<file path="src/rtl/sha224_core.sv">
module sha224_core (
  input  logic         clk,
  input  logic         rst_n,
  input  logic         blk_valid,
  input  logic         msg_init,
  input  logic         blk_last,
  input  logic [511:0] blk_data,
  output logic         busy,
  output logic [223:0] digest,
  output logic         digest_valid
);
  localparam int ROUNDS = 64;
  localparam int RW     = $clog2(ROUNDS) + 1;
  localparam logic [255:0] IV = {
    32'hc1059ed8, 32'h367cd507, 32'h3070dd17, 32'hf70e5939,
    32'hffc00b31, 32'h68581511, 32'h64f98fa7, 32'hbefa4fa4};

  function automatic logic [31:0] ror(input logic [31:0] x, input int n);
    return (x >> n) | (x << (32 - n));
  endfunction

  function automatic logic [31:0] kconst(input logic [5:0] i);
    case (i)
      6'd0:  return 32'h428a2f98;  6'd1:  return 32'h71374491;
      6'd2:  return 32'hb5c0fbcf;  6'd3:  return 32'he9b5dba5;
      6'd4:  return 32'h3956c25b;  6'd5:  return 32'h59f111f1;
      6'd6:  return 32'h923f82a4;  6'd7:  return 32'hab1c5ed5;
      6'd8:  return 32'hd807aa98;  6'd9:  return 32'h12835b01;
      6'd10: return 32'h243185be;  6'd11: return 32'h550c7dc3;
      6'd12: return 32'h72be5d74;  6'd13: return 32'h80deb1fe;
      6'd14: return 32'h9bdc06a7;  6'd15: return 32'hc19bf174;
      6'd16: return 32'he49b69c1;  6'd17: return 32'hefbe4786;
      6'd18: return 32'h0fc19dc6;  6'd19: return 32'h240ca1cc;
      6'd20: return 32'h2de92c6f;  6'd21: return 32'h4a7484aa;
      6'd22: return 32'h5cb0a9dc;  6'd23: return 32'h76f988da;
      6'd24: return 32'h983e5152;  6'd25: return 32'ha831c66d;
      6'd26: return 32'hb00327c8;  6'd27: return 32'hbf597fc7;
      6'd28: return 32'hc6e00bf3;  6'd29: return 32'hd5a79147;
      6'd30: return 32'h06ca6351;  6'd31: return 32'h14292967;
      6'd32: return 32'h27b70a85;  6'd33: return 32'h2e1b2138;
      6'd34: return 32'h4d2c6dfc;  6'd35: return 32'h53380d13;
      6'd36: return 32'h650a7354;  6'd37: return 32'h766a0abb;
      6'd38: return 32'h81c2c92e;  6'd39: return 32'h92722c85;
      6'd40: return 32'ha2bfe8a1;  6'd41: return 32'ha81a664b;
      6'd42: return 32'hc24b8b70;  6'd43: return 32'hc76c51a3;
      6'd44: return 32'hd192e819;  6'd45: return 32'hd6990624;
      6'd46: return 32'hf40e3585;  6'd47: return 32'h106aa070;
      6'd48: return 32'h19a4c116;  6'd49: return 32'h1e376c08;
      6'd50: return 32'h2748774c;  6'd51: return 32'h34b0bcb5;
      6'd52: return 32'h391c0cb3;  6'd53: return 32'h4ed8aa4a;
      6'd54: return 32'h5b9cca4f;  6'd55: return 32'h682e6ff3;
      6'd56: return 32'h748f82ee;  6'd57: return 32'h78a5636f;
      6'd58: return 32'h84c87814;  6'd59: return 32'h8cc70208;
      6'd60: return 32'h90befffa;  6'd61: return 32'ha4506ceb;
      6'd62: return 32'hbef9a3f7;  default: return 32'hc67178f2;
    endcase
  endfunction

  logic [31:0]   hv [8];
  logic [31:0]   wv [8];
  logic [31:0]   w  [16];
  logic [RW-1:0] rnd;
  logic          last_q;
  logic [31:0]   t1, t2, wnext;

  wire accept   = !busy && blk_valid;
  wire in_round = busy && (rnd != RW'(ROUNDS));

  always_comb begin
    t1 = wv[7] + (ror(wv[4], 6) ^ ror(wv[4], 11) ^ ror(wv[4], 25))
       + ((wv[4] & wv[5]) ^ (~wv[4] & wv[6])) + kconst(rnd[5:0]) + w[0];
    t2 = (ror(wv[0], 2) ^ ror(wv[0], 13) ^ ror(wv[0], 22))
       + ((wv[0] & wv[1]) ^ (wv[0] & wv[2]) ^ (wv[1] & wv[2]));
    wnext = (ror(w[14], 17) ^ ror(w[14], 19) ^ (w[14] >> 10)) + w[9]
          + (ror(w[1], 7) ^ ror(w[1], 18) ^ (w[1] >> 3)) + w[0];
  end

  always_ff @(posedge clk or negedge rst_n) begin
    if (!rst_n) begin
      busy         <= 1'b0;
      digest_valid <= 1'b0;
      last_q       <= 1'b0;
      rnd          <= '0;
      for (int i = 0; i < 8; i++) begin
        hv[i] <= IV[255-32*i -: 32];
        wv[i] <= '0;
      end
      for (int j = 0; j < 16; j++) w[j] <= '0;
    end else begin
      digest_valid <= 1'b0;
      if (accept) begin
        busy   <= 1'b1;
        rnd    <= '0;
        last_q <= blk_last;
        for (int i = 0; i < 8; i++) begin
          wv[i] <= msg_init ? IV[255-32*i -: 32] : hv[i];
          if (msg_init) hv[i] <= IV[255-32*i -: 32];
        end
        for (int j = 0; j < 16; j++) w[j] <= blk_data[511-32*j -: 32];
      end else if (in_round) begin
        wv[0] <= t1 + t2;
        wv[1] <= wv[0];
        wv[2] <= wv[1];
        wv[3] <= wv[2];
        wv[4] <= wv[3] + t1;
        wv[5] <= wv[4];
        wv[6] <= wv[5];
        wv[7] <= wv[6];
        for (int j = 0; j < 15; j++) w[j] <= w[j+1];
        w[15] <= wnext;
        rnd   <= rnd + 1'b1;
      end else if (busy) begin
        for (int i = 0; i < 8; i++) hv[i] <= hv[i] + wv[i];
        busy         <= 1'b0;
        digest_valid <= last_q;
      end
    end
  end

  assign digest = {hv[0], hv[1], hv[2], hv[3], hv[4], hv[5], hv[6]};

  a_r5_busy_after_accept: assert property (@(posedge clk) disable iff (!rst_n)
    accept |=> busy);
  a_r5_full_length: assert property (@(posedge clk) disable iff (!rst_n)
    $fell(busy) |-> $past(rnd) == RW'(ROUNDS));
  a_r7_no_early_exit: assert property (@(posedge clk) disable iff (!rst_n)
    in_round |=> busy);
  a_r6_strobe_idle: assert property (@(posedge clk) disable iff (!rst_n)
    digest_valid |-> !busy && $fell(busy));
  a_r6_single_pulse: assert property (@(posedge clk) disable iff (!rst_n)
    digest_valid |=> !digest_valid);
  a_r9_hold_idle: assert property (@(posedge clk) disable iff (!rst_n)
    (!busy && !blk_valid) |=> $stable(digest));
endmodule

</file>
<file path="config.mk">
export PLATFORM = sky130hd
export DESIGN_NAME = sha224_core
export DESIGN_NICKNAME = d
export VERILOG_FILES = /design/src/rtl/sha224_core.sv
export SDC_FILE = /design/constraint.sdc
export NUM_CORES = 2
export LEC_CHECK = 0
export ABC_CLOCK_PERIOD_IN_PS = 9100
export BUFFER_PORTS_ARGS = -buffer_cell sky130_fd_sc_hd__buf_2
export CORE_ASPECT_RATIO = 1.1
export CORE_MARGIN = 2
export CORE_UTILIZATION = 30
export CTS_CLUSTER_SIZE = 40
export DETAILED_ROUTE_END_ITERATION = 8
export SETUP_SLACK_MARGIN = 0.3
export SYNTH_ARGS = -nofsm -noshare
export SYNTH_HDL_FRONTEND = slang
export SYNTH_SLANG_ARGS = --single-unit
</file>
<file path="constraint.sdc">
create_clock -name clk -period 9.1 [get_ports clk]
set_input_delay 0.91 -clock clk [delete_from_list [all_inputs] [get_ports clk]]
set_output_delay 0.91 -clock clk [all_outputs]
set_load 0.02 [all_outputs]
</file>
Word-level counts from Yosys, hierarchy flattened
Memories as Yosys holds them, arrays and structs flattened.
Index checks and enable logic that the tools add are counted.
{"block": "totals", "ff_bits": 1034, "romBits": 2048, "inputBits": 517, "out_inout_bits": 226, "word_cells": 113, "memories": 1}
{"block": "op_classes", "add_sub_neg": 19, "n_eq_ne": 2, "mux": 22, "n_bitwise": 27, "n_reduce_logical": 6}
{"memory": "(name not given)", "words": 64, "width": 32, "read_ports": 1, "rd_ports_with_merged_regs": 0, "wr": 0, "line": "23", "text": "case (i)"}
{"op": "$mux 256", "count": 5}
{"op": "$mux 512", "count": 2}
{"op": "$add 32x32->32", "count": 18}
{"op": "$xor 32x32->32", "count": 9}
{"op": "$mux 32", "count": 8}
{"op": "$and 32x32->32", "count": 5}
{"op": "$not 32->32", "count": 1}
{"op": "$or 10x32->32", "count": 1}
{"op": "$or 13x32->32", "count": 1}
{"op": "$or 14x32->32", "count": 1}
{"op": "$or 15x32->32", "count": 1}
{"op": "$or 19x32->32", "count": 1}
{"op": "$or 21x32->32", "count": 1}
{"op": "$or 25x32->32", "count": 1}
{"op": "$or 26x32->32", "count": 1}
{"op": "$or 30x32->32", "count": 1}
{"op": "$or 7x32->32", "count": 1}
{"op": "$xor 32x22->32", "count": 1}
{"op": "$xor 32x29->32", "count": 1}
{"op": "$mux 7", "count": 2}
{"op": "$add 7x1->7 const B", "count": 1}
{"op": "$ne 7x7->1 const B", "count": 1}
{"op": "$mux 1", "count": 5}
{"op": "$reduce_bool 2->1", "count": 2}
{"op": "other kinds (4)", "count": 5}

Logic depth before layout (Yosys ltp)
{"block": "logic_depth", "depth_word": 10, "mapped_depth": 37, "mapped_depth_nobuf": 35}

Worst setup path before layout
OpenSTA, ideal clock, no wires.
{"block": "synth_path", "path_kind": "register to register", "start": "register rnd[0]", "end": "register wv[255] in the netlist's numbering", "setup_ps": 134, "arrival_ps": 7364, "required_time_ps": 8966, "slack_ps": 1602, "path_stages_with_launch": 38, "path_buffers": 2, "synth_period_minus_slack_ps": 7498, "cell_sequence": "dfrtp_1 clkbuf_1 inv_1 ha_1 buf_1 nand2_1 a21oi_1 a211oi_1 o21ai_0 o21ai_0 fa_1 inv_1 ha_1 inv_1 fa_1 nor2b_1 o31a_1 nor4_1 (+2 left out) nor2_1 a21o_1 a21o_1 xor2_1 inv_1 fa_1 inv_1 ha_1 a21oi_1 nor2b_1 o21ai_0 a211oi_1 a2111oi_2 nor3_1 a221o_1 a21oi_2 xnor2_1 o211ai_2"}
{"block": "synth_between", "elab_chain_cells": 6, "elab_cells_between_ends": 9, "classes_between": "add/sub: 3; eq/ne: 1; mux: 2; reduce/logical: 2; memory: 1"}
{"element": "start: declaration", "line": "62", "text": "logic [RW-1:0] rnd;"}
{"element": "start signal: assignment", "line": "111", "text": "rnd <= rnd + 1'b1;"}
{"element": "$mem_v2 64x32"}
{"element": "$add 32x32->32 (2 in a row)", "line": "71", "text": "+ ((wv[4] & wv[5]) ^ (~wv[4] & wv[6])) + kconst(rnd[5:0]) + w[0];"}
{"element": "$add 32x32->32", "line": "101", "text": "wv[0] <= t1 + t2;"}
{"element": "$mux 256", "line": "100", "text": "end else if (in_round) begin"}
{"element": "$mux 256", "line": "91", "text": "if (accept) begin"}
{"element": "end signal: indexed assignment", "line": "96", "text": "wv[i] <= msg_init ? IV[255-32*i -: 32] : hv[i];"}
{"element": "end: declaration", "line": "60", "text": "logic [31:0] wv [8];"}
Several ways; a longest one is shown, not always the timed one. The select of a mux whose other input is x is not followed.
A chain may end at the register's enable or synchronous reset.

Worst setup path in the final report
{"block": "layout_path", "start": "register rnd[2]", "end": "register wv[254] in the netlist's numbering"}
The elaborated chain is that of the path after synthesis.

==> results.sh <==
export IMPL_outcome="finished clean"
export IMPL_max_freq_mhz=124
export IMPL_die_x_um=479
export IMPL_num_vias=68600
export IMPL_tns_ns=0
export IMPL_cts_buffers=121
export IMPL_final_setup_skew_ns=0.112
export IMPL_synth_top_area_share_pct=30.4
export IMPL_wl_per_cell_um=25.4
export IMPL_report_final_slew_viol_count=0
export IMPL_ys_top_cells_by_area="dfrtp_1 (30%), nand2_1 (8.5%), ha_1 (6.6%)"
export IMPL_antenna_left=0
export IMPL_syn_inst=9159
export IMPL_cts_sinks=1034
export IMPL_worstPathMaxFanout=49
export IMPL_grt_ovfl_total=0
export IMPL_slew_headroom_pct=23.0
export IMPL_cts_root_buf="clkbuf_16"
export IMPL_worst_path_buf_inv=4
export IMPL_maxCapViolations=0
export IMPL_worst_pin_slew_ns=1.15
export IMPL_syn_to_final_growth_pct=12.9
export IMPL_max_stage_delay_ns=0.62
export IMPL_fin_area_um2=84100
export IMPL_critPathSlowestCell="fa_1"
export IMPL_ctsHoldBuffers=0
export IMPL_critical_path_arrival_ns=8.73
export IMPL_crit_top_cell="o21ai_0"
export IMPL_drt_wl_total_um=324000
export IMPL_grt_use_total_pct=24.8
export IMPL_grt_pass1_wl_um=464000
export IMPL_ys_warn_count=0
export IMPL_nets=10400
export IMPL_remaining_drc_errors=0
export IMPL_timing_final_crit_share_pct=88.5
export IMPL_ioPinCount=743
export IMPL_rows=191
export IMPL_antenna_found_initial=114
export IMPL_syn_cell_area_um2=74500
export IMPL_hold_viol=0
export IMPL_grt_pass1_vias=65100
export IMPL_die_h_um=527
export IMPL_regToRegSetupSlack_ns=1.05
export IMPL_dieArea_um2=252000
export IMPL_cts_htree_levels=3
export IMPL_avgViaCountPerCell=5.37
export IMPL_path_class="flop to flop"
export IMPL_synth_avg_cell_area_um2=8.13
export IMPL_min_period_ns=8.05
export IMPL_whs_ns=0.0898
export IMPL_finalSetupViolCount=0
export IMPL_final_common_cell="nand2_1"
export IMPL_yosys_cell_types_count=94
export IMPL_cp_end_kind="flop"
export IMPL_place_ws_ns=1.04
export IMPL_ys_seq_area_share_pct=34.9
export IMPL_cts_buffer_depth=3
export IMPL_firstDrtPassIters=7
export IMPL_synth_top_cell_by_area="dfrtp_1"
export IMPL_synthFlopType="dfrtp_1"
export IMPL_syn_nets=10300
export IMPL_rsz0062_at_grt="false"
export IMPL_path_delay_family="compound AO/OA/AOI/OAI gates"
export IMPL_mostFrequentLayoutCells="nand2_1 (1692), dfrtp_1 (901), nor2_1 (770)"
export IMPL_ys_ff_latch=1034
export IMPL_clkLatencyLatePin_ns=0.84
export IMPL_drive_above_1_share_pct=13.9
export IMPL_placed_area_um2=79700
export IMPL_core_um2=247000
export IMPL_synth_edf_count=0
export IMPL_port_buffers=742
export IMPL_drt_iter0_drc=6584
export IMPL_worst_setup_path_start_kind="flop"
export IMPL_globalplace_congestion=0.973
export IMPL_crit_required_ns=9.78
export IMPL_clk_pin_slew_ns=0.07
export IMPL_cts_tree="done"
export IMPL_place_hpwl_um=248000
export IMPL_grt_max_degree=224
export IMPL_async_flop_share_pct=100
export IMPL_layout_setup_ws_ns=1.05
export IMPL_min_path_type="input pin to asynchronous set/reset pin"
export IMPL_start_util_pct=30.2
[worst reg2reg max path: cells and delay by family (launching register included)]
family          cells  cell delay, ns
simple gates        5            1.10
compound gates     17            3.84
fa+ha+maj           4            1.68
xor+xnor            1            0.19
flops               1            0.39
buf+inv             4            0.70
[through the flow]
step / utilization [%] / std cells
after floorplan: - / 9159
after global placement: 32.3 / 12500
after detailed placement: 32.3 / 12500
after CTS: 34.1 / 12700
after global routing: 34.1 / 12700
final: 34.1 / 12800
[final timing paths]
kind,start,end,cells past startpoint
worst max-delay path,rnd[2]$_DFFE_PN0P_,wv[254]$_DFFE_PN0P_,31
worst min-delay path,rst_n,wv[239]$_DFFE_PN0P_,1
worst max register to register,rnd[2]$_DFFE_PN0P_,wv[254]$_DFFE_PN0P_,31
worst min register to register,w[351]$_DFFE_PN0P_,w[383]$_DFFE_PN0P_,2
max in group asynchronous,rst_n,digest[37]$_DFFE_PN0P_,3
min in group clk,blk_data[18],w[18]$_DFFE_PN0P_,3
[metal layers]
layer	wire, um	up-vias	part of all wire [%]	GRT usage [%]
li1	-	31700	-	-
met1	128000	33300	40	30.7
met2	152000	2778	47	40.9
met3	26100	690	8.0	6.00
met4	16600	106	5.1	10.8
met5	695	-	0.21	0
[sequential cells by signal (all words and copies together), names as in the netlist]
register,count
digest,224
last_q,1
digest_valid,1
rnd,7
wv,256
w,512
busy,1
hv,32
[timing repair]
item,CTS,global route
setup buffers,0,0
gates resized for setup,0,1
endpoints found under the setup margin,0,1
hold endpoints to repair,0,0
[cell usage after synthesis, drive strengths merged, types with 182 or more instances]
library cell     n
nor3           186
a21oi          595
a31oi          710
clkbuf         577
a21o           182
nor2           774
inv            494
nand3          196
xor2           266
xnor2          297
ha             393
nand2         1696
fa             195
buf            264
o21ai          480
dfrtp          904
[kinds of logic after synthesis]
logic type               Yosys count  share of synthesized area (%)
AND/OR/NAND/NOR                 3122                           17.4
AO/OA/AOI/OAI                   2453                           20.3
buffers and inverters           1336                           7.86
flip-flops                      1034                           34.9
adder cells (fa/ha/maj)          591                           11.9
XOR/XNOR                         563                           6.62
multiplexers                      60                          0.974
[final cells by class]
| cell class | instances | area (um^2) |
|---|---|---|
| fill | 26200 | 162000 |
| multi-input combinational | 6789 | 42700 |
| sequential | 1034 | 26000 |
| timing repair buffer | 881 | 4970 |
| tap | 3281 | 4110 |
| clock buffer | 171 | 3410 |
| inverter | 495 | 1860 |
| clock inverter | 60 | 962 |
| antenna | 47 | 118 |
Power is not shown: default switching activity piles up to over one toggle a cycle in this logic, so the estimate is an artifact.
